==> src/rtl/vstep_pkg.sv <==
package vstep_pkg;

  localparam int LAT_W  = 4;
  localparam int STEP_W = 5;

  typedef enum logic {POL_SINGLE = 1'b0, POL_DOUBLE = 1'b1} policy_e;

  // step size in 10 mV code units
  function automatic logic [STEP_W-1:0] step_units(input logic [1:0] sel);
    case (sel)
      2'd0:    return 5'd2;
      2'd1:    return 5'd5;
      2'd2:    return 5'd10;
      default: return 5'd25;
    endcase
  endfunction

  // regulator settling time in clock cycles
  function automatic logic [LAT_W-1:0] settle_cycles(input logic [1:0] sel);
    case (sel)
      2'd0:    return 4'd1;
      2'd1:    return 4'd2;
      2'd2:    return 4'd5;
      default: return 4'd12;
    endcase
  endfunction

endpackage

==> src/rtl/vstep_decide.sv <==
module vstep_decide
  import vstep_pkg::*;
#(
  parameter int CNT_W = 16
) (
  input  logic [CNT_W-1:0] err_count,
  input  logic             win_done,
  input  logic             dbl_mode,
  input  logic [CNT_W-1:0] thr_hi,
  input  logic [CNT_W-1:0] thr_lo,
  output logic             want_up,
  output logic             want_dn
);

  policy_e pol;
  logic    hi_single, hi_double, lo_single, lo_double;

  assign pol       = policy_e'(dbl_mode);
  assign hi_single = err_count >  thr_hi;
  assign hi_double = err_count >= thr_hi;
  assign lo_single = err_count <= thr_hi;
  assign lo_double = err_count <= thr_lo;

  always_comb begin
    if (pol == POL_DOUBLE) begin
      want_up = hi_double;
      want_dn = win_done & lo_double;
    end else begin
      want_up = hi_single;
      want_dn = win_done & lo_single;
    end
  end

endmodule

==> src/rtl/vstep_code_reg.sv <==
module vstep_code_reg
  import vstep_pkg::*;
#(
  parameter int CODE_W = 7,
  parameter int VMIN   = 60,
  parameter int VMAX   = 110
) (
  input  logic              clk,
  input  logic              rst_n,
  input  logic              go_up,
  input  logic              go_dn,
  input  logic [1:0]        step_sel,
  output logic [CODE_W-1:0] vcode,
  output logic              at_max,
  output logic              at_min
);

  localparam logic [CODE_W:0] MAXW = (CODE_W+1)'(VMAX);
  localparam logic [CODE_W:0] MINW = (CODE_W+1)'(VMIN);

  function automatic logic [CODE_W-1:0] sat_add(input logic [CODE_W-1:0] c,
                                                 input logic [CODE_W:0] s);
    logic [CODE_W:0] sum;
    sum = {1'b0, c} + s;
    return (sum > MAXW) ? MAXW[CODE_W-1:0] : sum[CODE_W-1:0];
  endfunction

  function automatic logic [CODE_W-1:0] sat_sub(input logic [CODE_W-1:0] c,
                                                 input logic [CODE_W:0] s);
    logic [CODE_W:0] diff;
    if ({1'b0, c} < MINW + s) return MINW[CODE_W-1:0];
    diff = {1'b0, c} - s;
    return diff[CODE_W-1:0];
  endfunction

  logic [CODE_W:0] stp;
  assign stp    = (CODE_W+1)'(step_units(step_sel));
  assign at_max = {1'b0, vcode} >= MAXW;
  assign at_min = {1'b0, vcode} <= MINW;

  always_ff @(posedge clk or negedge rst_n) begin
    if (!rst_n)     vcode <= MAXW[CODE_W-1:0];
    else if (go_up) vcode <= sat_add(vcode, stp);
    else if (go_dn) vcode <= sat_sub(vcode, stp);
  end

endmodule

==> src/rtl/vstep_settle.sv <==
module vstep_settle
  import vstep_pkg::*;
(
  input  logic       clk,
  input  logic       rst_n,
  input  logic       load,
  input  logic [1:0] step_sel,
  output logic       busy
);

  logic [LAT_W-1:0] remain;

  always_ff @(posedge clk or negedge rst_n) begin
    if (!rst_n)              remain <= '0;
    else if (load)           remain <= settle_cycles(step_sel);
    else if (remain != '0)   remain <= remain - 1'b1;
  end

  assign busy = remain != '0;

endmodule

==> src/rtl/vstep_ctrl.sv <==
module vstep_ctrl
  import vstep_pkg::*;
#(
  parameter int CNT_W  = 16,
  parameter int CODE_W = 7,
  parameter int VMIN   = 60,
  parameter int VMAX   = 110
) (
  input  logic              clk,
  input  logic              rst_n,
  input  logic [CNT_W-1:0]  err_count,
  input  logic              win_done,
  input  logic              dbl_mode,
  input  logic [CNT_W-1:0]  thr_hi,
  input  logic [CNT_W-1:0]  thr_lo,
  input  logic [1:0]        step_sel,
  output logic [CODE_W-1:0] vcode,
  output logic              step_up,
  output logic              step_dn,
  output logic              busy,
  output logic              win_restart
);

  // named decision events
  logic want_up, want_dn;
  logic at_max, at_min;
  logic ev_raise, ev_lower, ev_early;

  vstep_decide #(.CNT_W(CNT_W)) decide_i (
    .err_count (err_count),
    .win_done  (win_done),
    .dbl_mode  (dbl_mode),
    .thr_hi    (thr_hi),
    .thr_lo    (thr_lo),
    .want_up   (want_up),
    .want_dn   (want_dn)
  );

  // raise has priority; any request at a bound or while settling is dropped
  assign ev_raise = want_up & ~busy & ~at_max;
  assign ev_lower = want_dn & ~want_up & ~busy & ~at_min;
  assign ev_early = ev_raise & ~win_done;

  vstep_code_reg #(.CODE_W(CODE_W), .VMIN(VMIN), .VMAX(VMAX)) code_i (
    .clk      (clk),
    .rst_n    (rst_n),
    .go_up    (ev_raise),
    .go_dn    (ev_lower),
    .step_sel (step_sel),
    .vcode    (vcode),
    .at_max   (at_max),
    .at_min   (at_min)
  );

  vstep_settle settle_i (
    .clk      (clk),
    .rst_n    (rst_n),
    .load     (ev_raise | ev_lower),
    .step_sel (step_sel),
    .busy     (busy)
  );

  always_ff @(posedge clk or negedge rst_n) begin
    if (!rst_n) begin
      step_up     <= 1'b0;
      step_dn     <= 1'b0;
      win_restart <= 1'b0;
    end else begin
      step_up     <= ev_raise;
      step_dn     <= ev_lower;
      win_restart <= ev_early;
    end
  end

endmodule

==> config.mk <==
export PLATFORM = sky130hd
export DESIGN_NAME = vstep_ctrl
export DESIGN_NICKNAME = d
export VERILOG_FILES = /design/src/rtl/vstep_pkg.sv /design/src/rtl/vstep_decide.sv /design/src/rtl/vstep_code_reg.sv /design/src/rtl/vstep_settle.sv /design/src/rtl/vstep_ctrl.sv
export SDC_FILE = /design/constraint.sdc
export NUM_CORES = 1
export LEC_CHECK = 0
export BUFFER_PORTS_ARGS = -buffer_cell sky130_fd_sc_hd__buf_2
export CAP_MARGIN = 20
export CORE_UTILIZATION = 44
export CTS_BUF_LIST = sky130_fd_sc_hd__clkbuf_8
export DETAILED_ROUTE_END_ITERATION = 7
export GPL_ROUTABILITY_DRIVEN = 0
export HOLD_SLACK_MARGIN = 0.02
export PLACE_DENSITY = 0.79
export SLEW_MARGIN = 20
export SYNTH_ARGS = -nofsm -noshare
export SYNTH_HDL_FRONTEND = slang
export SYNTH_HIERARCHICAL = 1
export SYNTH_SLANG_ARGS = --single-unit
==> constraint.sdc <==
create_clock -name clk -period 2.2 [get_ports clk]
set_input_delay 0.44 -clock clk [delete_from_list [all_inputs] [get_ports clk]]
set_output_delay 0.44 -clock clk [all_outputs]
set_load 0.005 [all_outputs]
After elaboration in Yosys (flattened, before gate mapping)
Cells that the tools add are included.
Word-level totals
  input bits: 54
  output and inout port bits: 11
  register bits: 14
  logic and storage cells: 51
Operators by class
  magnitude comparators: 8
  multiplexer cells: 14
  bitwise gates (word level): 14
  reductions and logical operators: 4
  equality and inequality tests: 2
  add/sub/neg operators: 4
Operators with widths (number)
  $mux 7: 5
  $le 16x16->1: 2
  $ge 16x16->1: 1
  $gt 16x16->1: 1
  $pmux 5 s3: 1
  $pmux 4 s3: 1
  $add 7x5->8: 1
  $and 1x1->1: 8
  $gt 8x7->1 const B: 1
  $lt 7x8->1: 1
  $mux 4: 2
  $add 6x5->7 const A: 1
  $ge 7x7->1 const B: 1
  $le 7x6->1 const B: 1
  $sub 7x5->7: 1
  $mux 1: 5
  $not 1->1: 5
  $reduce_bool 2->1: 2
  $reduce_bool 4->1: 1
  $sub 4x1->4 const B: 1
  $eq 2x1->1 const B: 1
  $eq 2x2->1 const B: 1
  $logic_not 2->1: 1
  $or 1x1->1: 1

Depth between registers and ports, before layout
Gate-level depths: netlist of the first run.
  word-level depth: 11
  depth in mapped cells: 13
  gate-level depth less buffers: 12

Cells and area by module
The synthesis of the first run kept the hierarchy.
Modules (own cells, without submodules)
  vstep_code_reg: cells an instance 130, instances 1, area each 1127.3 µm²
  vstep_decide: cells an instance 113, instances 1, area each 829.5 µm²
  vstep_settle: cells an instance 24, instances 1, area each 256.5 µm²
  vstep_ctrl: cells an instance 7, instances 1, area each 115.1 µm²

Worst setup path before layout of the first run
OpenSTA, ideal clock, no wires.
  path kind: in2reg
  start point: in thr_hi[15]
  end point: reg settle_i.remain[3]
  library setup time: 0.065 ns
  slack: -0.727 ns
  arrival: 2.862 ns
  stages: 12
  path through: inv_1 ha_1 nand4_1 or4_4 nor2_1 mux2_2 nor4b_2 or2_1 clkbuf_1 nand3_1 o21ai_0 o21a_1
On the way
  word-level cells in the longest chain between the ends: 8
Ends and longest elaborated chain
  start: declaration: RTL line vstep_ctrl.sv:14  | input logic [CNT_W-1:0] thr_hi,
  $gt 16x16->1 or $ge 16x16->1 (tied branches): RTL line vstep_decide.sv:19, vstep_decide.sv:20
  $mux 1 *: RTL line vstep_decide.sv:25  | if (pol == POL_DOUBLE) begin
  via want_up: RTL line vstep_ctrl.sv:25  | logic want_up, want_dn;
  $not 1->1 *: RTL line vstep_ctrl.sv:41  | assign ev_lower = want_dn & ~want_up & ~busy & ~at_min;
  $and 1x1->1 * (3 in a row): RTL line vstep_ctrl.sv:41
  via ev_lower: RTL line vstep_ctrl.sv:27  | logic ev_raise, ev_lower, ev_early;
  $or 1x1->1 *: RTL line vstep_ctrl.sv:58  | .load (ev_raise | ev_lower),
  $mux 4 or $reduce_bool 2->1 (tied branches)
  end signal: assignment: RTL line vstep_settle.sv:15  | else if (load) remain <= settle_cycles(step_sel);
  end signal: assignment: RTL line vstep_settle.sv:16  | else if (remain != '0) remain <= remain - 1'b1;
  end: declaration: RTL line vstep_settle.sv:11  | logic [LAT_W-1:0] remain;
The timed path passes the listed nets; every way through them passes the cells marked *.
A chain may end at the register's enable or synchronous reset.

Worst setup path in the final report of the first run
  start point: in err_count[9]
  end point: reg code_i.vcode[5]
On the way
  word-level cells in the longest chain between the ends: 7
Ends and longest elaborated chain
  start: declaration: RTL line vstep_ctrl.sv:11  | input logic [CNT_W-1:0] err_count,
  $gt 16x16->1 or $ge 16x16->1 (tied branches): RTL line vstep_decide.sv:19, vstep_decide.sv:20
  $mux 1 *: RTL line vstep_decide.sv:25
  via want_up: RTL line vstep_ctrl.sv:25
  $not 1->1 *: RTL line vstep_ctrl.sv:41
  $and 1x1->1 * (3 in a row): RTL line vstep_ctrl.sv:41
  via ev_lower: RTL line vstep_ctrl.sv:27
  $reduce_bool 2->1 (no source line) *
  end signal: assignment: RTL line vstep_code_reg.sv:42  | if (!rst_n) vcode <= MAXW[CODE_W-1:0];
  end signal: assignment: RTL line vstep_code_reg.sv:43  | else if (go_up) vcode <= sat_add(vcode, stp);
  end signal: assignment: RTL line vstep_code_reg.sv:44  | else if (go_dn) vcode <= sat_sub(vcode, stp);
  end: declaration: RTL line vstep_code_reg.sv:13  | output logic [CODE_W-1:0] vcode,
Marks and branches as above.

==> metrics.txt, run 1 <==
# TYPE chip_impl_metric gauge
chip_impl_metric{name="io_pins",unit=""} 65
chip_impl_info{name="grt_setup_unrepaired",value="yes"} 1
chip_impl_info{name="setup.worst_path.start_class",value="input port"} 1
chip_impl_metric{name="grt_util_all_layers",unit="%"} 25.0
chip_impl_metric{name="synth_enable_flop_cells",unit=""} 0
chip_impl_metric{name="cts_inserted_buffers",unit=""} 3
chip_impl_info{name="cp_cell_sequence",value="buf_2, ha_4, nand4_1, or4_4, nor2_4, mux2_4, nor4b_4, buf_4, and2_4, nand3_2, o221a_4"} 1
chip_impl_metric{name="cts.sink_count",unit=""} 14
chip_impl_metric{name="drt.antenna.violating_nets",unit=""} 0
chip_impl_info{name="dominantRegCellSynth",value="sky130_fd_sc_hd__dfrtp_1"} 1
chip_impl_metric{name="layout.cells.non_filler",unit=""} 472
chip_impl_info{name="r2r_start",value="code_i/vcode[1]$_DFFE_PN1P_"} 1
chip_impl_metric{name="design.core.area",unit="um2"} 5110
chip_impl_metric{name="maxSlewViolCount",unit=""} 0
chip_impl_metric{name="areaGrowthSynthToFinish",unit="%"} 63.0
chip_impl_metric{name="cellLeakagePower",unit="nW"} 1.82
chip_impl_metric{name="fin_ws",unit="ns"} -0.509
chip_impl_metric{name="globalRoute.totalOverflow",unit=""} 0
chip_impl_info{name="violations",value="setup timing"} 1
chip_impl_metric{name="cts.reportedPaths.clkPinSlew",unit="ns"} 0.07
chip_impl_metric{name="number_of_levels_in_the_clock_h_tree",unit=""} 1
chip_impl_metric{name="clock_skew",unit="ns"} 0.00145
chip_impl_metric{name="number_of_instances_in_the_placed_design",unit=""} 459
chip_impl_metric{name="reg_to_reg_slack_setup",unit="ns"} -0.29
chip_impl_metric{name="share_of_post_route_cells_with_drive_strength_above_1",unit="%"} 52.0
chip_impl_info{name="critical_path.startpoint",value="err_count[9]"} 1
chip_impl_info{name="final_cell_mix",value="sky130_fd_sc_hd__buf_4, sky130_fd_sc_hd__buf_2, sky130_fd_sc_hd__inv_1, sky130_fd_sc_hd__ha_1, sky130_fd_sc_hd__ha_4"} 1
chip_impl_metric{name="row_count",unit=""} 26
chip_impl_metric{name="hpwl",unit="um"} 5520
chip_impl_metric{name="vdd_drop_max",unit="V"} 0.000402
chip_impl_metric{name="initial_utilization",unit="%"} 45.6
chip_impl_metric{name="yosysWarnings",unit=""} 6
chip_impl_metric{name="timing_worst_slew_pin_value",unit="ns"} 0.411
chip_impl_metric{name="cpPeakStageDelay",unit="ns"} 0.47
chip_impl_metric{name="io_buffers",unit=""} 64
chip_impl_metric{name="cp_num_cells",unit=""} 11
chip_impl_metric{name="synth.yosys.seq_area_share",unit="%"} 15.3
chip_impl_metric{name="fmax",unit="GHz"} 0.369
chip_impl_info{name="critical_path.top_delay_family",value="simple AND/OR/NAND/NOR gates"} 1
chip_impl_info{name="run_status",value="complete, but fails checks"} 1
chip_impl_metric{name="timing.final.hold_violations",unit=""} 0
chip_impl_metric{name="dr_total_vias",unit=""} 2628
chip_impl_info{name="cp_slowest_cell",value="sky130_fd_sc_hd__or4_4"} 1
chip_impl_info{name="worstReg2RegEnd",value="code_i/vcode[1]$_DFFE_PN1P_"} 1
chip_impl_metric{name="post_drt_wl_per_cell",unit="um"} 16.1
chip_impl_metric{name="slew_headroom",unit="%"} 72.2
chip_impl_metric{name="synth_seq_cells",unit=""} 14
chip_impl_metric{name="postSynthCellCount",unit=""} 274
chip_impl_metric{name="stdcell_area",unit="um2"} 3800
chip_impl_info{name="worst_hold_path_type",value="in -> async"} 1
chip_impl_metric{name="async_flop_share",unit="%"} 100
chip_impl_metric{name="syn-cell-area",unit="um2"} 2330
chip_impl_metric{name="period_minus_slack",unit="ns"} 2.71
chip_impl_metric{name="timing.final.crit_share",unit="%"} 123
chip_impl_metric{name="nFillCells",unit=""} 333
chip_impl_metric{name="avgSynthCellArea",unit="um2"} 8.50
chip_impl_metric{name="critical_path.n_buffers_inverters",unit=""} 2
chip_impl_metric{name="first_iter_violations",unit=""} 163
chip_impl_metric{name="cts.path.max_buffers",unit=""} 2
chip_impl_metric{name="via_density",unit=""} 5.57
chip_impl_metric{name="grt_max_degree",unit=""} 15
chip_impl_metric{name="worstPathRequired",unit="ns"} 2.38
chip_impl_metric{name="num_antenna_cells",unit=""} 0
chip_impl_metric{name="die_height",unit="um"} 74.7
chip_impl_info{name="crit_path_end",value="code_i/vcode[5]$_DFFE_PN1P_"} 1
chip_impl_metric{name="die_w",unit="um"} 74.7
chip_impl_metric{name="grt_pass1_wl",unit="um"} 10800
chip_impl_metric{name="path_max_fanout",unit=""} 5
chip_impl_metric{name="synthesis.nets",unit=""} 384
chip_impl_metric{name="p_per_area",unit="nW/um2"} 881
chip_impl_metric{name="design.final.nets",unit=""} 513
chip_impl_metric{name="number_of_global_route_vias_before_repair",unit=""} 2495
chip_impl_info{name="timing_worst_setup_path_type",value="in -> reg"} 1
chip_impl_metric{name="synthDistinctLibCells",unit=""} 65
chip_impl_info{name="cts-root-buf",value="sky130_fd_sc_hd__clkbuf_8"} 1
chip_impl_metric{name="clk_latency",unit="ns"} 0.24
chip_impl_info{name="layout_commonest_cell",value="sky130_fd_sc_hd__buf_4"} 1
chip_impl_metric{name="drt_wl_total",unit="um"} 7580
chip_impl_metric{name="antenna_violations_before_repair",unit=""} 0
chip_impl_metric{name="r2r_cells",unit=""} 9
chip_impl_metric{name="setup_viol_count_final",unit=""} 14
chip_impl_info{name="endpoint_kind",value="flip-flop"} 1
chip_impl_metric{name="drcViolationCount",unit=""} 0
chip_impl_metric{name="max-cap-violations",unit=""} 0
chip_impl_metric{name="totalPowerFinal",unit="W"} 0.00335
chip_impl_info{name="clock_tree_from_tritoncts",value="done"} 1
chip_impl_metric{name="placement.cell_area",unit="um2"} 3280
chip_impl_metric{name="design.die.area",unit="um2"} 5590
chip_impl_metric{name="drt-pass1-iter-count",unit=""} 4
chip_impl_metric{name="finalHoldWorstSlack",unit="ns"} 0.0928
chip_impl_metric{name="worstPathArrival",unit="ns"} 2.89
[state kept, by name, summed over array words and instances, names as in the netlist]
register and count:
win_restart 1, settle_i/remain 4, step_up 1, code_i/vcode 7
step_dn 1
[final cells by class]
| class | count | area [um2] | share of cell area (%) |
|---|---|---|---|
| repair buffers | 130 | 931 | 24.5 |
| clock buffers | 4 | 55.1 | 1.45 |
| flip-flops and latches | 14 | 357 | 9.39 |
| multi-input cells | 207 | 2170 | 57.2 |
| well taps | 70 | 87.6 | 2.31 |
| inverters | 47 | 196 | 5.17 |
[synth_stat cells, types with 2 or more instances]
| cell type | number | area (um2) |
|---|---|---|
| sky130_fd_sc_hd__nor2_1 | 15 | 56.3 |
| sky130_fd_sc_hd__o21bai_1 | 4 | 30.0 |
| sky130_fd_sc_hd__a31oi_1 | 2 | 12.5 |
| sky130_fd_sc_hd__nor2b_1 | 6 | 37.5 |
| sky130_fd_sc_hd__inv_1 | 47 | 176 |
| sky130_fd_sc_hd__ha_1 | 54 | 676 |
| sky130_fd_sc_hd__o21ai_0 | 6 | 30.0 |
| sky130_fd_sc_hd__dfrtp_1 | 9 | 225 |
| sky130_fd_sc_hd__xor2_1 | 2 | 17.5 |
| sky130_fd_sc_hd__o211ai_1 | 2 | 15.0 |
| sky130_fd_sc_hd__a211o_1 | 2 | 17.5 |
| sky130_fd_sc_hd__o21a_1 | 3 | 22.5 |
| sky130_fd_sc_hd__nor3b_2 | 2 | 25.0 |
| sky130_fd_sc_hd__nand4_1 | 8 | 50.1 |
| sky130_fd_sc_hd__nand3_1 | 5 | 25.0 |
| sky130_fd_sc_hd__a21o_1 | 3 | 22.5 |
| sky130_fd_sc_hd__o32a_1 | 2 | 20.0 |
| sky130_fd_sc_hd__a21oi_1 | 19 | 95.1 |
| sky130_fd_sc_hd__mux2_2 | 2 | 22.5 |
| sky130_fd_sc_hd__fa_1 | 2 | 40.0 |
| sky130_fd_sc_hd__a221o_1 | 2 | 20.0 |
| sky130_fd_sc_hd__clkbuf_1 | 5 | 18.8 |
| sky130_fd_sc_hd__nand2_1 | 14 | 52.6 |
| sky130_fd_sc_hd__o211ai_2 | 2 | 25.0 |
| sky130_fd_sc_hd__xnor2_1 | 8 | 70.1 |
| sky130_fd_sc_hd__dfstp_2 | 5 | 131 |
| sky130_fd_sc_hd__nand2b_1 | 5 | 31.3 |
[worst reg2reg max path: stages, from the launching register on]
cell and delay, ns:
sky130_fd_sc_hd__dfstp_2 0.53, sky130_fd_sc_hd__inv_1 0.06, sky130_fd_sc_hd__fa_1 0.43, sky130_fd_sc_hd__o21bai_1 0.24, sky130_fd_sc_hd__a221o_2 0.20, sky130_fd_sc_hd__or4b_4 0.48
sky130_fd_sc_hd__o211ai_4 0.12, sky130_fd_sc_hd__buf_4 0.15, sky130_fd_sc_hd__nand2_1 0.04, sky130_fd_sc_hd__a31oi_1 0.17
[kinds of logic after synthesis]
kind of cell	Yosys count	synth area share [%]
flip-flops	14	15.3
buffers and inverters	53	8.60
AO/OA/AOI/OAI	71	23.7
multiplexers	3	1.40
AND/OR/NAND/NOR	67	16.5
XOR/XNOR	10	3.76
adder cells (fa/ha/maj)	56	30.7
[metrics by stage]
stage / utilization [%] / worst slack [ns] / TNS (ns)
after floorplan: - / -0.477 / -4.45
after global placement: 64.2 / -0.676 / -7.95
after detailed placement: 64.2 / -0.751 / -8.76
after CTS: 69.5 / -0.444 / -4.10
after global routing: 74.3 / -0.563 / -6.01
final: 74.3 / -0.509 / -5.08
[routing by layer]
metal  vias up  routed length, um  GRT usage, %
li1       1241                  -             -
met2       116               3900          48.0
met3        28                370          2.28
met4         0                323          10.7
met1      1243               2980          27.9
met5         -                  0             0
[power breakdown]
group	total (W)	switching (W)	internal, W
Clock	0.000260	0.000102	0.000159
Combinational	0.00254	0.00120	0.00135
Sequential	0.000543	0.000141	0.000401
[worst min path at each step]
stage                from                     endpoint  slack, ns  cells past startpoint
finish              rst_n        win_restart$_DFF_PN0_       0.09                      1
global route        rst_n        win_restart$_DFF_PN0_       0.11                      1
CTS                 rst_n        win_restart$_DFF_PN0_       0.10                      1
detailed placement  rst_n  code_i/vcode[0]$_DFFE_PN0P_       0.36                      1
global placement    rst_n  code_i/vcode[0]$_DFFE_PN0P_       0.36                      1
floorplan           rst_n  code_i/vcode[0]$_DFFE_PN0P_       0.14                      0
[timing repair]
item                                   in CTS  in global routing
cloned                                      0                  1
buffers inserted                            5                  4
gates resized for setup                    40                 36
hold buffers                                0                  0
setup endpoints to repair                  14                 14
endpoints found under the hold margin       0                  0
pin swaps                                  10                 20
Power figures use the tool's default switching activity.
==> inputs of run 2 (changes only) <==
CORE_UTILIZATION = 50   (was 44)
PLACE_DENSITY = 0.87   (was 0.79)
==> run 2 against run 1 <==
Effect of this change: core utilization is 9.8 points higher; setup slack worse by 0.21 ns; sequential cell count stayed put; global-route usage is 7.2 points higher; critical endpoint is now settle_i/remain[3]$_DFFE_PN0P_; the run still ends with setup timing left; count of clock-buffer cells in the layout is 1 lower; combinational power is 4% higher; highest routed layer unchanged; via count is 7.1% higher; sequential power is 1% higher; hold slack worse by 0.0044 ns; first-iteration DRC count is 55% higher; critical path depth is 2 higher.
==> metrics.txt, run 2 (synthesized netlist as in run 1, its figures left out) <==
# TYPE chip_impl_metric gauge
chip_impl_metric{name="worstPathRequired",unit="ns"} 2.39
chip_impl_info{name="worst_hold_path_type",value="in -> async"} 1
chip_impl_metric{name="nFillCells",unit=""} 213
chip_impl_info{name="worstReg2RegEnd",value="code_i/vcode[1]$_DFFE_PN1P_"} 1
chip_impl_info{name="violations",value="setup timing"} 1
chip_impl_metric{name="r2r_cells",unit=""} 10
chip_impl_metric{name="io_pins",unit=""} 65
chip_impl_metric{name="number_of_global_route_vias_before_repair",unit=""} 2847
chip_impl_info{name="setup.worst_path.start_class",value="input port"} 1
chip_impl_metric{name="total_switching_power",unit="W"} 0.00157
chip_impl_metric{name="slew_headroom",unit="%"} 67.3
chip_impl_metric{name="grt_max_degree",unit=""} 15
chip_impl_info{name="r2r_start",value="code_i/vcode[0]$_DFFE_PN0P_"} 1
chip_impl_metric{name="setup_viol_count_final",unit=""} 14
chip_impl_metric{name="die_height",unit="um"} 70.2
chip_impl_info{name="layout_commonest_cell",value="sky130_fd_sc_hd__buf_2"} 1
chip_impl_metric{name="die_w",unit="um"} 70.2
chip_impl_metric{name="grtUsageMet3",unit="%"} 5.19
chip_impl_metric{name="dr_total_vias",unit=""} 2815
chip_impl_info{name="cts-root-buf",value="sky130_fd_sc_hd__clkbuf_8"} 1
chip_impl_metric{name="number_of_instances_in_the_placed_design",unit=""} 437
chip_impl_metric{name="reg_to_reg_slack_setup",unit="ns"} -0.33
chip_impl_metric{name="first_iter_violations",unit=""} 252
chip_impl_metric{name="path_max_fanout",unit=""} 6
chip_impl_info{name="busiest_layer",value="met2"} 1
chip_impl_metric{name="design.die.area",unit="um2"} 4930
chip_impl_metric{name="grt_util_all_layers",unit="%"} 32.2
chip_impl_metric{name="globalRoute.totalOverflow",unit=""} 0
chip_impl_metric{name="via_density",unit=""} 6.26
chip_impl_metric{name="io_buffers",unit=""} 64
chip_impl_metric{name="worstPathArrival",unit="ns"} 3.11
chip_impl_metric{name="timing.final.crit_share",unit="%"} 133
chip_impl_info{name="clock_tree_from_tritoncts",value="done"} 1
chip_impl_metric{name="clock_power_share",unit="%"} 6.5
chip_impl_metric{name="vdd_drop_max",unit="V"} 0.000434
chip_impl_info{name="final_cell_mix",value="sky130_fd_sc_hd__buf_2, sky130_fd_sc_hd__buf_4, sky130_fd_sc_hd__inv_1, sky130_fd_sc_hd__ha_1, sky130_fd_sc_hd__ha_4"} 1
chip_impl_metric{name="drt.antenna.violating_nets",unit=""} 0
chip_impl_metric{name="power_frac_seq",unit="%"} 16.1
chip_impl_metric{name="design.core.area",unit="um2"} 4410
chip_impl_metric{name="drt_wl_total",unit="um"} 9550
chip_impl_info{name="grt_setup_unrepaired",value="yes"} 1
chip_impl_metric{name="cts.reportedPaths.clkPinSlew",unit="ns"} 0.06
chip_impl_metric{name="row_count",unit=""} 24
chip_impl_metric{name="cellLeakagePower",unit="nW"} 1.81
chip_impl_info{name="run_status",value="complete, but fails checks"} 1
chip_impl_metric{name="p_per_area",unit="nW/um2"} 920
chip_impl_metric{name="groute.layer.met1.usage",unit="%"} 35.2
chip_impl_metric{name="layout.cells.non_filler",unit=""} 450
chip_impl_metric{name="max-cap-violations",unit=""} 0
chip_impl_metric{name="dp_slack",unit="ns"} -0.811
chip_impl_metric{name="cell_internal_pwr",unit="W"} 0.00184
chip_impl_metric{name="cts.path.max_buffers",unit=""} 2
chip_impl_metric{name="switching_part_of_the_total",unit="%"} 46.1
chip_impl_metric{name="comb_power_share",unit="%"} 77.4
chip_impl_info{name="largest_register",value="code_i/vcode"} 1
chip_impl_metric{name="drt-pass1-iter-count",unit=""} 4
chip_impl_info{name="reg.largest.list",value="code_i/vcode: 7 flops, settle_i/remain: 4 flops"} 1
chip_impl_metric{name="maxSlewViolCount",unit=""} 0
chip_impl_metric{name="initial_utilization",unit="%"} 52.7
chip_impl_metric{name="cts.sink_count",unit=""} 14
chip_impl_metric{name="drcViolationCount",unit=""} 0
chip_impl_metric{name="fmax",unit="GHz"} 0.343
chip_impl_metric{name="totalPowerFinal",unit="W"} 0.00342
chip_impl_metric{name="design.final.nets",unit=""} 509
chip_impl_metric{name="post_drt_wl_per_cell",unit="um"} 21.2
chip_impl_metric{name="ctsHoldBuffers",unit=""} 0
chip_impl_metric{name="clk_latency",unit="ns"} 0.25
chip_impl_metric{name="hpwl",unit="um"} 5460
chip_impl_metric{name="grt_pass1_wl",unit="um"} 12700
chip_impl_info{name="timing_worst_setup_path_type",value="in -> reg"} 1
chip_impl_metric{name="number_of_levels_in_the_clock_h_tree",unit=""} 1
chip_impl_metric{name="timing_worst_slew_pin_value",unit="ns"} 0.484
chip_impl_metric{name="share_of_post_route_cells_with_drive_strength_above_1",unit="%"} 50.8
chip_impl_metric{name="grtUsageMet2",unit="%"} 60.6
chip_impl_metric{name="largest_register_ff_count",unit=""} 7
chip_impl_metric{name="cts_inserted_buffers",unit=""} 3
chip_impl_metric{name="fin_ws",unit="ns"} -0.717
chip_impl_metric{name="num_antenna_cells",unit=""} 0
chip_impl_metric{name="clock_skew",unit="ns"} 0.00192
chip_impl_metric{name="period_minus_slack",unit="ns"} 2.92
chip_impl_info{name="endpoint_kind",value="flip-flop"} 1
chip_impl_metric{name="finalHoldWorstSlack",unit="ns"} 0.0884
chip_impl_metric{name="areaGrowthSynthToFinish",unit="%"} 59.5
chip_impl_metric{name="timing.final.hold_violations",unit=""} 0
chip_impl_metric{name="antenna_violations_before_repair",unit=""} 0
run 2: worst max-delay path, cell delays in order:
cell and delay [ns]:
sky130_fd_sc_hd__buf_2 0.09, sky130_fd_sc_hd__inv_1 0.05, sky130_fd_sc_hd__ha_1 0.24, sky130_fd_sc_hd__a21oi_4 0.22
sky130_fd_sc_hd__o21ai_4 0.10, sky130_fd_sc_hd__a221o_1 0.36, sky130_fd_sc_hd__o311a_1 0.36, sky130_fd_sc_hd__a211oi_2 0.20
sky130_fd_sc_hd__nor4b_4 0.40, sky130_fd_sc_hd__or2_4 0.25, sky130_fd_sc_hd__nand3_1 0.10, sky130_fd_sc_hd__o21ai_1 0.13
sky130_fd_sc_hd__o21a_1 0.15
run 2: power by group through the flow:
stage	clock, W	combinational, W	sequential (W)
after global routing	0.000236	0.00280	0.000562
after global placement	0	0.00213	0.000526
after CTS	0.000218	0.00230	0.000529
after detailed placement	0	0.00221	0.000534
final	0.000222	0.00264	0.000550
after floorplan	0	0.00135	0.000520
run 2: metal layers:
layer / vias up / wire [um] / part of all wire [%]
li1: 1233 / - / -
met2: 175 / 4770 / 50
met1: 1333 / 3470 / 36
met5: - / 0 / 0
met3: 74 / 598 / 6.3
met4: 0 / 715 / 7.5
run 2: worst max-delay path by stage:
stage                           from                             end  depth (start not counted)  slack (ns)
final                      thr_lo[6]  settle_i/remain[3]$_DFFE_PN0P_                         13       -0.72
after detailed placement  thr_hi[13]  settle_i/remain[3]$_DFFE_PN0P_                         12       -0.81
after floorplan           thr_hi[13]     code_i/vcode[5]$_DFFE_PN1P_                         10       -0.48
after global routing       thr_lo[6]  settle_i/remain[3]$_DFFE_PN0P_                         13       -0.77
after global placement    thr_hi[13]  settle_i/remain[3]$_DFFE_PN0P_                         12       -0.73
after CTS                 thr_hi[13]     code_i/vcode[1]$_DFFE_PN1P_                         12       -0.44
run 2: layout make-up:
class	count	area (um2)	area share, %
inverter	47	194	5.22
tap	52	65.1	1.75
clock inverter	1	3.75	0.101
sequential	14	357	9.60
multi-input combinational	207	2160	58.0
timing repair buffer	126	898	24.2
clock buffer	3	41.3	1.11
run 2: timing repair:
action                     in CTS  in global routing
setup buffers                   4                  7
cloned                          1                  0
pin swaps                       7                 13
resized for setup              34                 37
setup endpoints to repair      14                 14
run 2: through the flow:
| stage | setup TNS [ns] | cell area (um2) | utilization [%] |
|---|---|---|---|
| 2_1_floorplan | -4.45 | 2490 | - |
| 3_3_place_gp | -8.48 | 3230 | 73.1 |
| 3_5_place_dp | -9.34 | 3230 | 73.1 |
| 4_1_cts | -4.42 | 3460 | 78.4 |
| 5_1_grt | -8.39 | 3710 | 84.2 |
| 6_report | -8.03 | 3710 | 84.2 |
